`src/rtl/irq_dispatch_pkg.sv`:
```
package irq_dispatch_pkg;

  localparam int PS_LVL_W   = 4;
  localparam int PS_EXCM_B  = 4;
  localparam int PS_UM_B    = 5;

  typedef enum logic [2:0] {
    XC_NONE   = 3'd0,
    XC_HIGH   = 3'd1,
    XC_KERNEL = 3'd2,
    XC_USER   = 3'd3,
    XC_DOUBLE = 3'd4
  } xclass_e;

  typedef struct packed {
    logic    take;
    xclass_e cls;
  } decision_t;

endpackage

```
`src/rtl/irq_qualify.sv`:
```
module irq_qualify
  import irq_dispatch_pkg::*;
#(
  parameter int NLVL   = 6,
  parameter int LVL_W  = 4,
  parameter int MASK_W = 32
) (
  input  logic [LVL_W-1:0]           lvl_i,
  input  logic [LVL_W-1:0]           cur_lvl_i,
  input  logic [MASK_W*(NLVL+1)-1:0] tbl_i,
  input  logic [MASK_W-1:0]          pend_i,
  input  logic [MASK_W-1:0]          en_i,
  input  logic                       excm_i,
  input  logic                       um_i,
  output decision_t                  dec_o
);

  localparam int               TBL_N   = NLVL + 1;
  localparam logic [LVL_W-1:0] TOP_LVL = LVL_W'(NLVL);
  localparam logic [LVL_W-1:0] ONE_LVL = LVL_W'(1);

  logic              above;
  logic              in_range;
  logic              hit;
  logic [MASK_W-1:0] sel_mask;

  assign above    = lvl_i > cur_lvl_i;
  assign in_range = lvl_i <= TOP_LVL;

  // slot lookup, guarded so an out-of-range level selects nothing
  always_comb begin
    sel_mask = '0;
    for (int i = 0; i < TBL_N; i++) begin
      if (in_range && (lvl_i == LVL_W'(i))) begin
        sel_mask = tbl_i[MASK_W*i +: MASK_W];
      end
    end
  end

  assign hit = |(sel_mask & pend_i & en_i);

  always_comb begin
    dec_o.take = above && in_range && hit;
    dec_o.cls  = XC_NONE;
    if (dec_o.take) begin
      if (lvl_i > ONE_LVL)  dec_o.cls = XC_HIGH;
      else if (excm_i)      dec_o.cls = XC_DOUBLE;
      else if (um_i)        dec_o.cls = XC_USER;
      else                  dec_o.cls = XC_KERNEL;
    end
  end

endmodule

```
`src/rtl/irq_vector_sel.sv`:
```
module irq_vector_sel
  import irq_dispatch_pkg::*;
#(
  parameter int          XLEN           = 32,
  parameter int          LVL_W          = 4,
  parameter bit          RELOC_EN       = 1'b1,
  parameter logic [31:0] DEF_VECBASE    = 32'h4000_0000,
  parameter logic [31:0] HI_VEC_OFS     = 32'h0000_0180,
  parameter logic [31:0] HI_VEC_STRIDE  = 32'h0000_0040,
  parameter logic [31:0] KER_VEC_OFS    = 32'h0000_0300,
  parameter logic [31:0] USR_VEC_OFS    = 32'h0000_0340,
  parameter logic [31:0] DBL_VEC_OFS    = 32'h0000_03C0
) (
  input  xclass_e          cls_i,
  input  logic [LVL_W-1:0] lvl_i,
  input  logic [XLEN-1:0]  vecbase_i,
  output logic [XLEN-1:0]  target_o
);

  logic [XLEN-1:0] base;
  logic [XLEN-1:0] ofs;

  generate
    if (RELOC_EN) begin : g_reloc
      assign base = vecbase_i;
    end else begin : g_fixed
      assign base = XLEN'(DEF_VECBASE);
    end
  endgenerate

  always_comb begin
    unique case (cls_i)
      XC_HIGH:   ofs = XLEN'(HI_VEC_OFS) + XLEN'(lvl_i) * XLEN'(HI_VEC_STRIDE);
      XC_KERNEL: ofs = XLEN'(KER_VEC_OFS);
      XC_USER:   ofs = XLEN'(USR_VEC_OFS);
      XC_DOUBLE: ofs = XLEN'(DBL_VEC_OFS);
      default:   ofs = '0;
    endcase
  end

  assign target_o = base + ofs;

endmodule

```
`src/rtl/irq_save_bank.sv`:
```
module irq_save_bank
  import irq_dispatch_pkg::*;
#(
  parameter int NLVL     = 6,
  parameter int LVL_W    = 4,
  parameter int XLEN     = 32,
  parameter bit HAS_DEPC = 1'b1
) (
  input  logic                     clk,
  input  logic                     rst,
  input  logic                     wr_i,
  input  xclass_e                  cls_i,
  input  logic [LVL_W-1:0]         lvl_i,
  input  logic [XLEN-1:0]          pc_i,
  input  logic [XLEN-1:0]          ps_i,
  output logic [XLEN*NLVL-1:0]     epc_o,
  output logic [XLEN*(NLVL-1)-1:0] eps_o,
  output logic [XLEN-1:0]          depc_o
);

  logic [NLVL:1] epc_we;
  logic [NLVL:2] eps_we;
  logic          depc_we;
  logic          l1_epc;

  // level-1 slot also receives a double exception when no dedicated register exists
  assign l1_epc = (cls_i == XC_KERNEL) || (cls_i == XC_USER) ||
                  ((cls_i == XC_DOUBLE) && !HAS_DEPC);
  assign depc_we = wr_i && (cls_i == XC_DOUBLE) && HAS_DEPC;

  generate
    for (genvar g = 1; g <= NLVL; g++) begin : g_epc
      logic [XLEN-1:0] r;
      if (g == 1) begin : g_l1
        assign epc_we[g] = wr_i && l1_epc;
      end else begin : g_hi
        assign epc_we[g] = wr_i && (cls_i == XC_HIGH) && (lvl_i == LVL_W'(g));
      end
      always_ff @(posedge clk) begin
        if (rst)            r <= '0;
        else if (epc_we[g]) r <= pc_i;
      end
      assign epc_o[XLEN*(g-1) +: XLEN] = r;
    end

    for (genvar g = 2; g <= NLVL; g++) begin : g_eps
      logic [XLEN-1:0] r;
      assign eps_we[g] = wr_i && (cls_i == XC_HIGH) && (lvl_i == LVL_W'(g));
      always_ff @(posedge clk) begin
        if (rst)            r <= '0;
        else if (eps_we[g]) r <= ps_i;
      end
      assign eps_o[XLEN*(g-2) +: XLEN] = r;
    end

    if (HAS_DEPC) begin : g_depc
      logic [XLEN-1:0] r;
      always_ff @(posedge clk) begin
        if (rst)          r <= '0;
        else if (depc_we) r <= pc_i;
      end
      assign depc_o = r;
    end else begin : g_no_depc
      assign depc_o = '0;
    end
  endgenerate


  one_pc_slot_chk: assert property (@(posedge clk) disable iff (rst)
    $countones({epc_we, depc_we}) <= 1);


  eps_pairs_epc_chk: assert property (@(posedge clk) disable iff (rst)
    $onehot0(eps_we) && ((eps_we == '0) || ((eps_we & epc_we[NLVL:2]) == eps_we)));

endmodule

```
`src/rtl/irq_dispatch.sv`:
```
module irq_dispatch
  import irq_dispatch_pkg::*;
#(
  parameter int          NLVL          = 6,
  parameter int          LVL_W         = 4,
  parameter int          XLEN          = 32,
  parameter int          MASK_W        = 32,
  parameter int          CAUSE_W       = 6,
  parameter int          L1_CAUSE      = 4,
  parameter bit          RELOC_EN      = 1'b1,
  parameter bit          HAS_DEPC      = 1'b1,
  parameter logic [31:0] DEF_VECBASE   = 32'h4000_0000,
  parameter logic [31:0] HI_VEC_OFS    = 32'h0000_0180,
  parameter logic [31:0] HI_VEC_STRIDE = 32'h0000_0040,
  parameter logic [31:0] KER_VEC_OFS   = 32'h0000_0300,
  parameter logic [31:0] USR_VEC_OFS   = 32'h0000_0340,
  parameter logic [31:0] DBL_VEC_OFS   = 32'h0000_03C0
) (
  input  logic                       clk,
  input  logic                       rst,
  input  logic                       eval_i,
  input  logic [LVL_W-1:0]           lvl_i,
  input  logic [LVL_W-1:0]           cur_lvl_i,
  input  logic [MASK_W-1:0]          pend_i,
  input  logic [MASK_W-1:0]          en_i,
  input  logic [MASK_W*(NLVL+1)-1:0] lvl_mask_i,
  input  logic [XLEN-1:0]            pc_i,
  input  logic [XLEN-1:0]            ps_i,
  input  logic [XLEN-1:0]            vecbase_i,
  output logic                       taken_o,
  output logic [2:0]                 class_o,
  output logic [XLEN-1:0]            ps_o,
  output logic [XLEN-1:0]            pc_o,
  output logic [CAUSE_W-1:0]         cause_o,
  output logic [XLEN*NLVL-1:0]       epc_o,
  output logic [XLEN*(NLVL-1)-1:0]   eps_o,
  output logic [XLEN-1:0]            depc_o
);

  decision_t       dec;
  logic            fire;
  logic [XLEN-1:0] target;
  logic [XLEN-1:0] ps_next;
  logic            taken_q;
  xclass_e         cls_q;
  logic [XLEN-1:0] ps_q;
  logic [XLEN-1:0] pc_q;
  logic [CAUSE_W-1:0] cause_q;

  irq_qualify #(
    .NLVL(NLVL), .LVL_W(LVL_W), .MASK_W(MASK_W)
  ) u_qual (
    .lvl_i    (lvl_i),
    .cur_lvl_i(cur_lvl_i),
    .tbl_i    (lvl_mask_i),
    .pend_i   (pend_i),
    .en_i     (en_i),
    .excm_i   (ps_i[PS_EXCM_B]),
    .um_i     (ps_i[PS_UM_B]),
    .dec_o    (dec)
  );

  irq_vector_sel #(
    .XLEN(XLEN), .LVL_W(LVL_W), .RELOC_EN(RELOC_EN), .DEF_VECBASE(DEF_VECBASE),
    .HI_VEC_OFS(HI_VEC_OFS), .HI_VEC_STRIDE(HI_VEC_STRIDE),
    .KER_VEC_OFS(KER_VEC_OFS), .USR_VEC_OFS(USR_VEC_OFS), .DBL_VEC_OFS(DBL_VEC_OFS)
  ) u_vec (
    .cls_i    (dec.cls),
    .lvl_i    (lvl_i),
    .vecbase_i(vecbase_i),
    .target_o (target)
  );

  assign fire = eval_i && dec.take;

  irq_save_bank #(
    .NLVL(NLVL), .LVL_W(LVL_W), .XLEN(XLEN), .HAS_DEPC(HAS_DEPC)
  ) u_bank (
    .clk   (clk),
    .rst   (rst),
    .wr_i  (fire),
    .cls_i (dec.cls),
    .lvl_i (lvl_i),
    .pc_i  (pc_i),
    .ps_i  (ps_i),
    .epc_o (epc_o),
    .eps_o (eps_o),
    .depc_o(depc_o)
  );

  always_comb begin
    ps_next = ps_i;
    ps_next[PS_EXCM_B] = 1'b1;
    if (dec.cls == XC_HIGH) begin
      ps_next[PS_LVL_W-1:0] = PS_LVL_W'(lvl_i);
    end
  end

  always_ff @(posedge clk) begin
    if (rst) begin
      taken_q <= 1'b0;
      cls_q   <= XC_NONE;
      ps_q    <= '0;
      pc_q    <= '0;
      cause_q <= '0;
    end else begin
      taken_q <= fire;
      if (fire) begin
        cls_q <= dec.cls;
        ps_q  <= ps_next;
        pc_q  <= target;
        if (dec.cls != XC_HIGH) cause_q <= CAUSE_W'(L1_CAUSE);
      end
    end
  end

  assign taken_o = taken_q;
  assign class_o = cls_q;
  assign ps_o    = ps_q;
  assign pc_o    = pc_q;
  assign cause_o = cause_q;


  take_qualified_chk: assert property (@(posedge clk) disable iff (rst)
    taken_o |-> ($past(eval_i) && ($past(lvl_i) > $past(cur_lvl_i)) &&
                 ($past(lvl_i) <= LVL_W'(NLVL))));


  high_ps_fields_chk: assert property (@(posedge clk) disable iff (rst)
    (taken_o && class_o == XC_HIGH) |->
      (ps_o[PS_LVL_W-1:0] == PS_LVL_W'($past(lvl_i)) && ps_o[PS_EXCM_B]));


  l1_sets_excm_chk: assert property (@(posedge clk) disable iff (rst)
    taken_o |-> ps_o[PS_EXCM_B]);


  double_src_chk: assert property (@(posedge clk) disable iff (rst)
    (taken_o && class_o == XC_DOUBLE) |-> $past(ps_i[PS_EXCM_B]));


  user_src_chk: assert property (@(posedge clk) disable iff (rst)
    (taken_o && class_o == XC_USER) |-> ($past(ps_i[PS_UM_B]) && !$past(ps_i[PS_EXCM_B])));


  state_hold_chk: assert property (@(posedge clk) disable iff (rst)
    !taken_o |-> ($stable(epc_o) && $stable(eps_o) && $stable(depc_o) &&
                  $stable(cause_o) && $stable(ps_o) && $stable(pc_o)));

endmodule

```
`config.mk`:
```
export PLATFORM = sky130hd
export DESIGN_NAME = irq_dispatch
export DESIGN_NICKNAME = d
export VERILOG_FILES = /design/src/rtl/irq_dispatch_pkg.sv /design/src/rtl/irq_qualify.sv /design/src/rtl/irq_vector_sel.sv /design/src/rtl/irq_save_bank.sv /design/src/rtl/irq_dispatch.sv
export SDC_FILE = /design/constraint.sdc
export NUM_CORES = 1
export LEC_CHECK = 0
export ABC_AREA = 1
export BUFFER_PORTS_ARGS = -buffer_cell sky130_fd_sc_hd__buf_2
export CELL_PAD_IN_SITES_DETAIL_PLACEMENT = 0
export CELL_PAD_IN_SITES_GLOBAL_PLACEMENT = 1
export CORE_AREA = 2 2 327 329
export DETAILED_ROUTE_END_ITERATION = 6
export DIE_AREA = 0 0 329 331
export GPL_TIMING_DRIVEN = 0
export HOLD_SLACK_MARGIN = 0.12
export PLACE_DENSITY_LB_ADDON = 0.1
export SLEW_MARGIN = 20
export SYNTH_ARGS = -nofsm -noshare
export SYNTH_HDL_FRONTEND = slang
export SYNTH_HIERARCHICAL = 1
export SYNTH_SLANG_ARGS = --single-unit
```
`constraint.sdc`:
```
create_clock -name clk -period 5.2 [get_ports clk]
set_input_delay 1.04 -clock clk [delete_from_list [all_inputs] [get_ports clk]]
set_output_delay 1.04 -clock clk [all_outputs]
set_load 0.01 [all_outputs]
```
### Word-level counts from Yosys, hierarchy flattened

Index checks and enable logic that the tools add are counted.
W data, S select, Z words.

| word-level totals | value |
|---|---|
| word-level logic and storage cells | 70 |
| register bits after elaboration | 453 |
| bits of input ports | 395 |
| output and inout bits | 458 |

| cells by class | value |
|---|---|
| reductions and logical operators | 22 |
| order comparisons | 3 |
| equality and inequality tests | 11 |
| bitwise gates (word level) | 2 |
| muxes and demuxes | 13 |
| $add $sub $neg | 2 |

Operators by type and width:

| cell | count |
|---|---|
| $mux W32 | 7 |
| $pmux W32 S4 | 1 |
| $and A32 B32 Y32 | 2 |
| $add A32 B32 Y32 | 1 |
| $reduce_or A32 Y1 | 1 |
| $logic_and A1 B1 Y1 | 18 |
| $eq A4 B3 Y1 const B | 3 |
| $add A9 B10 Y11 const A | 1 |
| $mux W3 | 3 |
| $eq A4 B2 Y1 const B | 2 |
| $eq A3 B2 Y1 const B | 2 |
| $eq A4 B1 Y1 const B | 1 |
| $gt A4 B1 Y1 const B | 1 |
| $gt A4 B4 Y1 | 1 |
| $le A4 B3 Y1 const B | 1 |
| $logic_not A4 Y1 | 1 |
| $mux W4 | 1 |
| $eq A3 B1 Y1 const B | 1 |
| $eq A3 B3 Y1 const B | 1 |
| $ne A3 B1 Y1 const B | 1 |
| $reduce_and A2 Y1 | 1 |
| $logic_or A1 B1 Y1 | 1 |
| $mux W1 | 1 |

### Depth between registers and ports, before layout

Gate-level depths: netlist of the first run.

| logic depth | value |
|---|---|
| depth in word-level cells | 17 |
| gate-level depth with buffers | 31 |
| mapped depth without buffers | 31 |

### Hierarchy

Netlist of the first run, hierarchy kept.

Modules (own cells, without submodules):

| module | times used | seq. area each (µm²) | cells each | area each (µm²) |
|---|---|---|---|---|
| irq_save_bank | 1 | 7687.4 | 2116 | 15279.7 |
| irq_qualify | 1 | 0.0 | 564 | 2647.5 |
| irq_dispatch | 1 | 1381.3 | 319 | 2481.1 |
| irq_vector_sel | 1 | 0.0 | 230 | 1152.4 |

### Worst setup path after synthesis of the first run

Ideal clock, no wire load.

| timing | value |
|---|---|
| path kind | input to register |
| from | in lvl_i[0] |
| to | reg pc_q[18] (netlist: pc_o[18]) |
| arrival time | 4.078 ns |
| buffers on the path | 2 |
| setup time | 0.132 ns |
| data required time | 5.068 ns |
| stages | 30 |
| path slack | 0.989 ns |
| path through | buf_4 > nor2_2 > buf_2 > nand3_1 > nand3_1 > nand2_1 > nand4_1 > nand2_1 > nand2_1 > nor2_1 > nand2_1 > nor2_1 > nand2_1 > nand2_1 > nor2_1 > o211ai_1 > nand2_1 > ha_1 > inv_1 > fa_1 > inv_1 > nand2_1 > nand2_1 > nand3_2 > nand2_4 > nand2_1 > nand2_1 > nand2_1 > nand2_1 > a21oi_1 |

RTL lines:

| what | RTL line | source |
|---|---|---|
| from (decl) | irq_dispatch.sv:22 | `input logic [LVL_W-1:0] lvl_i,` |
| to (signal assigned) | irq_dispatch.sv:111 | `pc_q <= target;` |
| to (decl) | irq_dispatch.sv:47 | `logic [XLEN-1:0] pc_q;` |

==> results.json, run 1 <==
{
  "outcome": "complete, no violations",
  "top_level_ports": 853,
  "drive_above_1_share_pct": 27.82,
  "cp-end-kind": "flip-flop",
  "synth-xor-area-share_pct": 0.3250,
  "synth-simple-area-share_pct": 41.28,
  "ys.flop_type": "dfxtp_1",
  "dp_slack_ns": -1.324,
  "htreeDepth": 2,
  "gp_congestion": 0.9155,
  "start_kind": "primary input",
  "routed_via_density": 4.314,
  "num_vias": 24100,
  "crit_fanout": 15,
  "path_common_cell": "nand2_1",
  "dieArea_um2": 108900,
  "ys_ff_latch": 453,
  "postLayoutCoreUtil_pct": 28.27,
  "timing.hold.ws_ns": 0.4421,
  "hold_viol": 0,
  "crit_required_ns": 5.80,
  "synth_edf_count": 0,
  "postRouteAntennaNets": 0,
  "fillerInstances": 12170,
  "synth_top_family_by_area": "simple AND/OR/NAND/NOR gates",
  "die_width_um": 329,
  "r2r-end": "pc_o[8]",
  "grt_usage_pct": 22.31,
  "nets": 4542,
  "timing.fmax_mhz": 205.6,
  "p_per_area_nw_per_um2": 293.3,
  "setup_viol": 0,
  "finalClockSkew_ns": 0,
  "hp-class": "reg -> reg",
  "layout_min_cycle_time_ns": 4.864,
  "grt_max_degree": 18,
  "cts_tree": "built",
  "synth_cells": 3229,
  "holdPathStages": 2,
  "start_util_pct": 20.54,
  "p_leak_nw": 14.66,
  "grt_setup_unrepaired": "true",
  "drt_first_pass_iters": 7,
  "synthesis.area_um2": 21560,
  "synth_compound_area_share_pct": 5.455,
  "worst-setup-path-type": "in -> reg",
  "clockBufferDepth": 3,
  "initialDrtViolationCount": 1104,
  "fin_cells": 5585,
  "rows": 119,
  "coreArea_um2": 105000,
  "cp_data_arrival_time_ns": 5.47,
  "synthMuxAreaShare_pct": 0,
  "root_buffer": "clkbuf_16",
  "synth.avg_cell_area_um2": 6.677,
  "post-route-period-util_pct": 93.54,
  "numCtsBuffers": 59,
  "die_h_um": 331,
  "grt_pass1_vias": 24320,
  "wl_per_cell_um": 22.74,
  "r2r_slack_ns": 4.49,
  "setup_slack_ns": 0.3360,
  "max_stage_delay_ns": 0.44,
  "peakVddDrop_uv": 274.8,
  "yosys_warnings": 6,
  "grt_pass1_wl_um": 174200,
  "r2r_start": "pc_o[8]",
  "cts.clk_slew.worst_paths_ns": 0.06,
  "drcViolationCount": 0,
  "drv_cap": 0,
  "synth_cell_types": 34,
  "cts_hold_buf": 0,
  "slew_viol_final": 0,
  "cts_num_sinks": 453,
  "io_buffers": 840,
  "place_hpwl_um": 102200,
  "tns_ns": 0,
  "synth_seq_area_share_pct": 42.06,
  "worstMarginPinSlew_ns": 1.201,
  "hold_path_end": "u_bank/g_epc[1].r[16]",
  "area_growth_pct": 37.61,
  "drt-total-wl_um": 127000,
  "ff2ff_path_depth": 2,
  "dp_cells": 5464,
  "hp-start": "u_bank/g_epc[1].r[16]",
  "synthArstFlopShare_pct": 0,
  "clkLatencyLatePin_ns": 0.62,
  "antenna_found_initial": 28,
  "cp_slowest_cell": "clkbuf_1",
  "synth-adder-area-share_pct": 0.6732,
  "overflow": 0,
  "maxSlewHeadroom_pct": 19.88
}
power by group:
| group | internal, mW | total (mW) | switching [mW] |
|---|---|---|---|
| clock | 2.54 | 4.28 | 1.73 |
| sequential | 3.50 | 3.51 | 0.0147 |
| combinational | 0.297 | 0.914 | 0.617 |
| total | 6.34 | 8.70 | 2.36 |
cells in the mapped netlist (16+ instances only):
master,number,area share [%]
buf_6,38,2.0
clkbuf_1,42,0.73
dfxtp_1,453,42
o21ai_0,37,0.86
buf_2,96,2.2
a21oi_1,129,3.0
o211ai_1,42,1.5
buf_1,16,0.28
nor2_1,707,12
nand2_1,784,14
buf_4,29,1.0
nand4_1,34,0.99
nand3_1,496,12
inv_1,221,3.8
metal layers:
metal	part of all wire (%)	track usage [%]	wire length, µm	vias up
li1	-	-	-	12070
met1	37	23.50	46970	11110
met2	54	43.67	68340	742
met3	6.4	5.196	8125	165
met4	2.7	6.194	3483	12
met5	0.069	0	88	-
final cells by class:
class / count / area [µm²] / share of cell area, %
inverters: 227 / 852.1 / 2.872
plain buffers: 221 / 1376 / 4.639
flip-flops and latches: 453 / 9069 / 30.57
multi-input cells: 2332 / 10370 / 34.96
diodes: 10 / 25.02 / 0.08434
repair buffers: 842 / 4227 / 14.25
clock inverters: 19 / 274.0 / 0.9235
well taps: 1391 / 1740 / 5.866
clock buffers: 90 / 1733 / 5.841
kinds of logic after synthesis:
family / Yosys count
simple gates: 2096
other cells: 1
flops: 453
xor+xnor: 8
buf+inv: 448
compound gates: 212
fa+ha+maj: 11
metrics by stage:
| stage | power [mW] | area (µm²) |
|---|---|---|
| floorplan | 4.022 | 21580 |
| global placement | 4.516 | 27520 |
| detailed placement | 4.513 | 27530 |
| CTS | 8.870 | 29580 |
| global route | 9.074 | 29650 |
| finish | 8.703 | 29670 |
critical path: cells and delay by family:
kind,cells,cell delay [ns]
and+or+nand+nor,16,2.60
buffers and inverters,8,1.64
AOI/OAI and AO/OA,1,0.14
cell usage in the layout, fill, tap and decap left out, types with 2 or more instances in the layout:
master,count
nand3_2,3
buf_6,38
bufinv_16,5
clkinv_4,2
nor2_8,5
nand2_4,3
clkbuf_8,14
clkbuf_1,51
clkbuf_2,3
nand3b_1,14
a21oi_1,129
ha_1,10
dfxtp_1,453
nand3_1,496
nor2_2,12
o21ai_0,37
conb_1,5
clkbuf_4,8
inv_2,6
o211ai_1,42
nand2_2,10
xor2_1,7
buf_2,929
clkbuf_16,59
or2_2,6
nand2_1,781
nand4_1,34
nor2_1,701
or2_0,15
nor2_4,13
buf_1,16
inv_1,221
clkinv_2,8
buf_4,35
diode_2,10
a211oi_1,3
worst max path at each step:
stage / from / cells past startpoint / slack [ns] / end
floorplan: lvl_i[0] / 30 / 0.99 / pc_o[18]
global placement: lvl_i[0] / 25 / -1.32 / u_bank/g_eps[3].r[0]
CTS: lvl_i[2] / 27 / 0.007 / pc_o[28]
finish: lvl_i[1] / 25 / 0.34 / u_bank/depc_o[18]
global route: lvl_i[2] / 31 / -0.04 / pc_o[25]
detailed placement: lvl_i[0] / 25 / -1.32 / u_bank/g_eps[3].r[0]
what timing repair did:
item                                    CTS  global route
gates cloned                              0             0
resized for setup                        18            25
endpoints found under the setup margin  387           238
pin swaps                                 1             3
setup buffers                             0             2
flip-flops by register name, indices dropped and copies added, names as in the netlist:
register	flops
cause_o	1
class_o	3
pc_o	32
ps_o	32
taken_o	1
u_bank/depc_o	32
u_bank/g_epc.r	192
u_bank/g_eps.r	160
No activity file was read; power rests on OpenSTA's default activity.
==> run 2: changes to the inputs <==
--- a/config.mk
+++ b/config.mk
@@ -9,9 +9,9 @@
 export BUFFER_PORTS_ARGS = -buffer_cell sky130_fd_sc_hd__buf_2
 export CELL_PAD_IN_SITES_DETAIL_PLACEMENT = 0
 export CELL_PAD_IN_SITES_GLOBAL_PLACEMENT = 1
-export CORE_AREA = 2 2 327 329
+export CORE_AREA = 2 2 332 334
 export DETAILED_ROUTE_END_ITERATION = 6
-export DIE_AREA = 0 0 329 331
+export DIE_AREA = 0 0 334 336
 export GPL_TIMING_DRIVEN = 0
 export HOLD_SLACK_MARGIN = 0.12
 export PLACE_DENSITY_LB_ADDON = 0.1
==> constraint.sdc (replaced) <==
create_clock -name clk -period 6 [get_ports clk]
set_input_delay 1.2 -clock clk [delete_from_list [all_inputs] [get_ports clk]]
set_output_delay 1.2 -clock clk [all_outputs]
set_load 0.01 [all_outputs]
==> run 2 against run 1 <==
Effect of this change:
- die area grew 3.1%
- utilization shrank 1.1 points
- sequential share of layout area grew 0.18 points
- non-clock buffer count shrank 2
- register-to-register slack gained 0.84 ns
- worst setup slack gained 0.088 ns
- final cell count grew 0.27%
- critical path depth shrank 2
- first-iteration DRC count grew 5.9%
- clock skew is the same
- power shrank 15%
- count of clock-buffer cells in the layout shrank 6
- highest routed layer unchanged
==> results.json, run 2 (synthesis gave the netlist of run 1 again) <==
{
  "outcome": "complete, no violations",
  "die_h_um": 336,
  "drive_above_1_share_pct": 27.53,
  "crit_required_ns": 6.54,
  "cts_tree": "built",
  "worst-path-stages": 23,
  "intPower_mw": 5.327,
  "num_vias": 24060,
  "grt_pass1_wl_um": 177400,
  "layout_min_cycle_time_ns": 5.576,
  "timing.fmax_mhz": 179.3,
  "combPwrFrac_pct": 10.8,
  "place_hpwl_um": 104200,
  "slew_viol_final": 0,
  "initialDrtViolationCount": 1169,
  "hp-class": "reg -> reg",
  "fillerInstances": 12630,
  "max_stage_delay_ns": 0.70,
  "maxSlewHeadroom_pct": 28.38,
  "area_growth_pct": 36.80,
  "clkLatencyLatePin_ns": 0.67,
  "top_level_ports": 853,
  "gp_congestion": 0.8597,
  "wl_per_cell_um": 23.11,
  "path_common_cell": "nand2_1",
  "setup_viol": 0,
  "critPathCapture": "u_bank/g_epc[1].r[8]",
  "dpl_cell_area_um2": 27560,
  "p_seq_share_pct": 41.3,
  "top_regs": "u_bank/g_epc.r x192, u_bank/g_eps.r x160",
  "grt_usage_pct": 22.14,
  "overflow": 0,
  "antenna_found_initial": 24,
  "cts.clk_slew.worst_paths_ns": 0.06,
  "largest_reg_flops": 192,
  "cp_cell_sequence": "buf_2, inv_1, nor2_2, buf_2, nand3_1, nand3_1, nand2_1, nand3b_1, nand2_1, nand2_1, nor2_1, nand2_1, nor2_1, nand2_1, nand2_1, inv_1, nand2_2, inv_2, buf_2, nand3_1, clkbuf_1, o21ai_0, a21oi_1",
  "multi_input_area_um2": 10340,
  "dieArea_um2": 112200,
  "p_per_area_nw_per_um2": 250.0,
  "postLayoutCoreUtil_pct": 27.21,
  "final_cell_mix": "buf_2 (935), nand2_1 (782), nor2_1 (704)",
  "ff2ff_path_depth": 2,
  "setup_slack_ns": 0.4238,
  "p_sw_share_pct": 27.76,
  "cp_data_arrival_time_ns": 6.12,
  "grt_max_degree": 17,
  "drt_first_pass_iters": 5,
  "dp_slack_ns": -0.7222,
  "cp-startpoint": "lvl_i[0]",
  "r2r_start": "ps_o[7]",
  "hold_viol": 0,
  "drv_cap": 0,
  "cp_slowest_cell": "nand3_1",
  "cts_num_sinks": 453,
  "routed_via_density": 4.297,
  "crit_family": "simple AND/OR/NAND/NOR gates",
  "final_area_um2": 29500,
  "root_buffer": "clkbuf_16",
  "p_leak_nw": 14.57,
  "start_kind": "primary input",
  "grt_pass1_vias": 23970,
  "coreArea_um2": 108400,
  "p_clk_share_pct": 47.9,
  "cp-end-kind": "flip-flop",
  "numCtsBuffers": 57,
  "layout_commonest_cell": "buf_2",
  "worstMarginPinSlew_ns": 1.074,
  "finalClockSkew_ns": 0,
  "rows": 121,
  "start_util_pct": 19.89,
  "peakVddDrop_uv": 226.3,
  "postRouteAntennaNets": 0,
  "htreeDepth": 2,
  "largest-register": "u_bank/g_epc.r",
  "drcViolationCount": 0,
  "power.total_mw": 7.374,
  "dp_cells": 5487,
  "tns_ns": 0,
  "grt_setup_unrepaired": "false",
  "power.switching_mw": 2.047,
  "nets": 4538,
  "clockBufferDepth": 3,
  "crit_fanout": 12,
  "r2r_slack_ns": 5.33,
  "seqCellArea_um2": 9069,
  "post-route-period-util_pct": 92.94,
  "io_buffers": 840,
  "fin_cells": 5600,
  "drt-total-wl_um": 129400,
  "die_width_um": 334,
  "worst-setup-path-type": "in -> reg",
  "timing.hold.ws_ns": 0.4410,
  "critPathBufInv": 7,
  "r2r-end": "ps_o[7]"
}
==> run 2: cell types whose count changed in the layout (fill, tap and decap cells not counted), moves of 2 or more <==
cell       delta
clkbuf_16     -2
nor2_4        -3
clkbuf_4      -7
clkbuf_1      +3
buf_2         +6
clkinv_2      +5
buf_4         -6
nor2_1        +3
bufinv_16     -2
clkinv_4      -2
==> run 2: final cells by class <==
class                      instances  share of cell area, %
sequential                       453                  30.75
buffer                           221                  4.573
timing repair buffer             840                  14.25
inverter                         227                  2.889
clock inverter                    20                 0.7763
multi-input combinational       2332                  35.07
antenna                            9                0.07636
clock buffer                      84                  5.621
tap                             1414                  5.998
==> run 2: worst reg2reg max path, stage by stage (launching register included) <==
cell,delay (ns)
dfxtp_1,0.37
nand2_1,0.07
a21oi_1,0.16
==> run 2: power by group through the flow <==
stage / clock network (mW) / logic, mW / registers, mW
global route: 3.78 / 0.878 / 3.05
global placement: 0 / 0.815 / 3.11
finish: 3.53 / 0.797 / 3.04
CTS: 3.67 / 0.815 / 3.04
detailed placement: 0 / 0.812 / 3.11
floorplan: 0 / 0.365 / 3.12
==> run 2: what timing repair did <==
item,CTS,global route
hold buffers,0,0
resized for setup,1,9
cloned,0,0
endpoints found under the setup margin,1,24
hold endpoints to repair,0,0
buffers inserted,0,0
==> run 2: worst min path at each step <==
stage / endpoint / cells past startpoint / startpoint
2_1_floorplan: u_bank/g_epc[1].r[0] / 2 / u_bank/g_epc[1].r[0]
3_3_place_gp: u_bank/g_epc[1].r[12] / 2 / u_bank/g_epc[1].r[12]
3_5_place_dp: u_bank/g_epc[1].r[12] / 2 / u_bank/g_epc[1].r[12]
4_1_cts: u_bank/g_epc[1].r[12] / 2 / u_bank/g_epc[1].r[12]
5_1_grt: u_bank/g_epc[1].r[12] / 2 / u_bank/g_epc[1].r[12]
6_report: u_bank/g_epc[1].r[3] / 2 / u_bank/g_epc[1].r[3]
==> run 2: routing by layer <==
metal,vias up,part of all wire [%],track usage (%),routed length [µm]
met2,731,53,42.77,68720
li1,12020,-,-,-
met5,-,0.049,0,63
met3,171,5.9,4.913,7612
met1,11120,38,23.56,48630
met4,12,3.4,7.188,4396
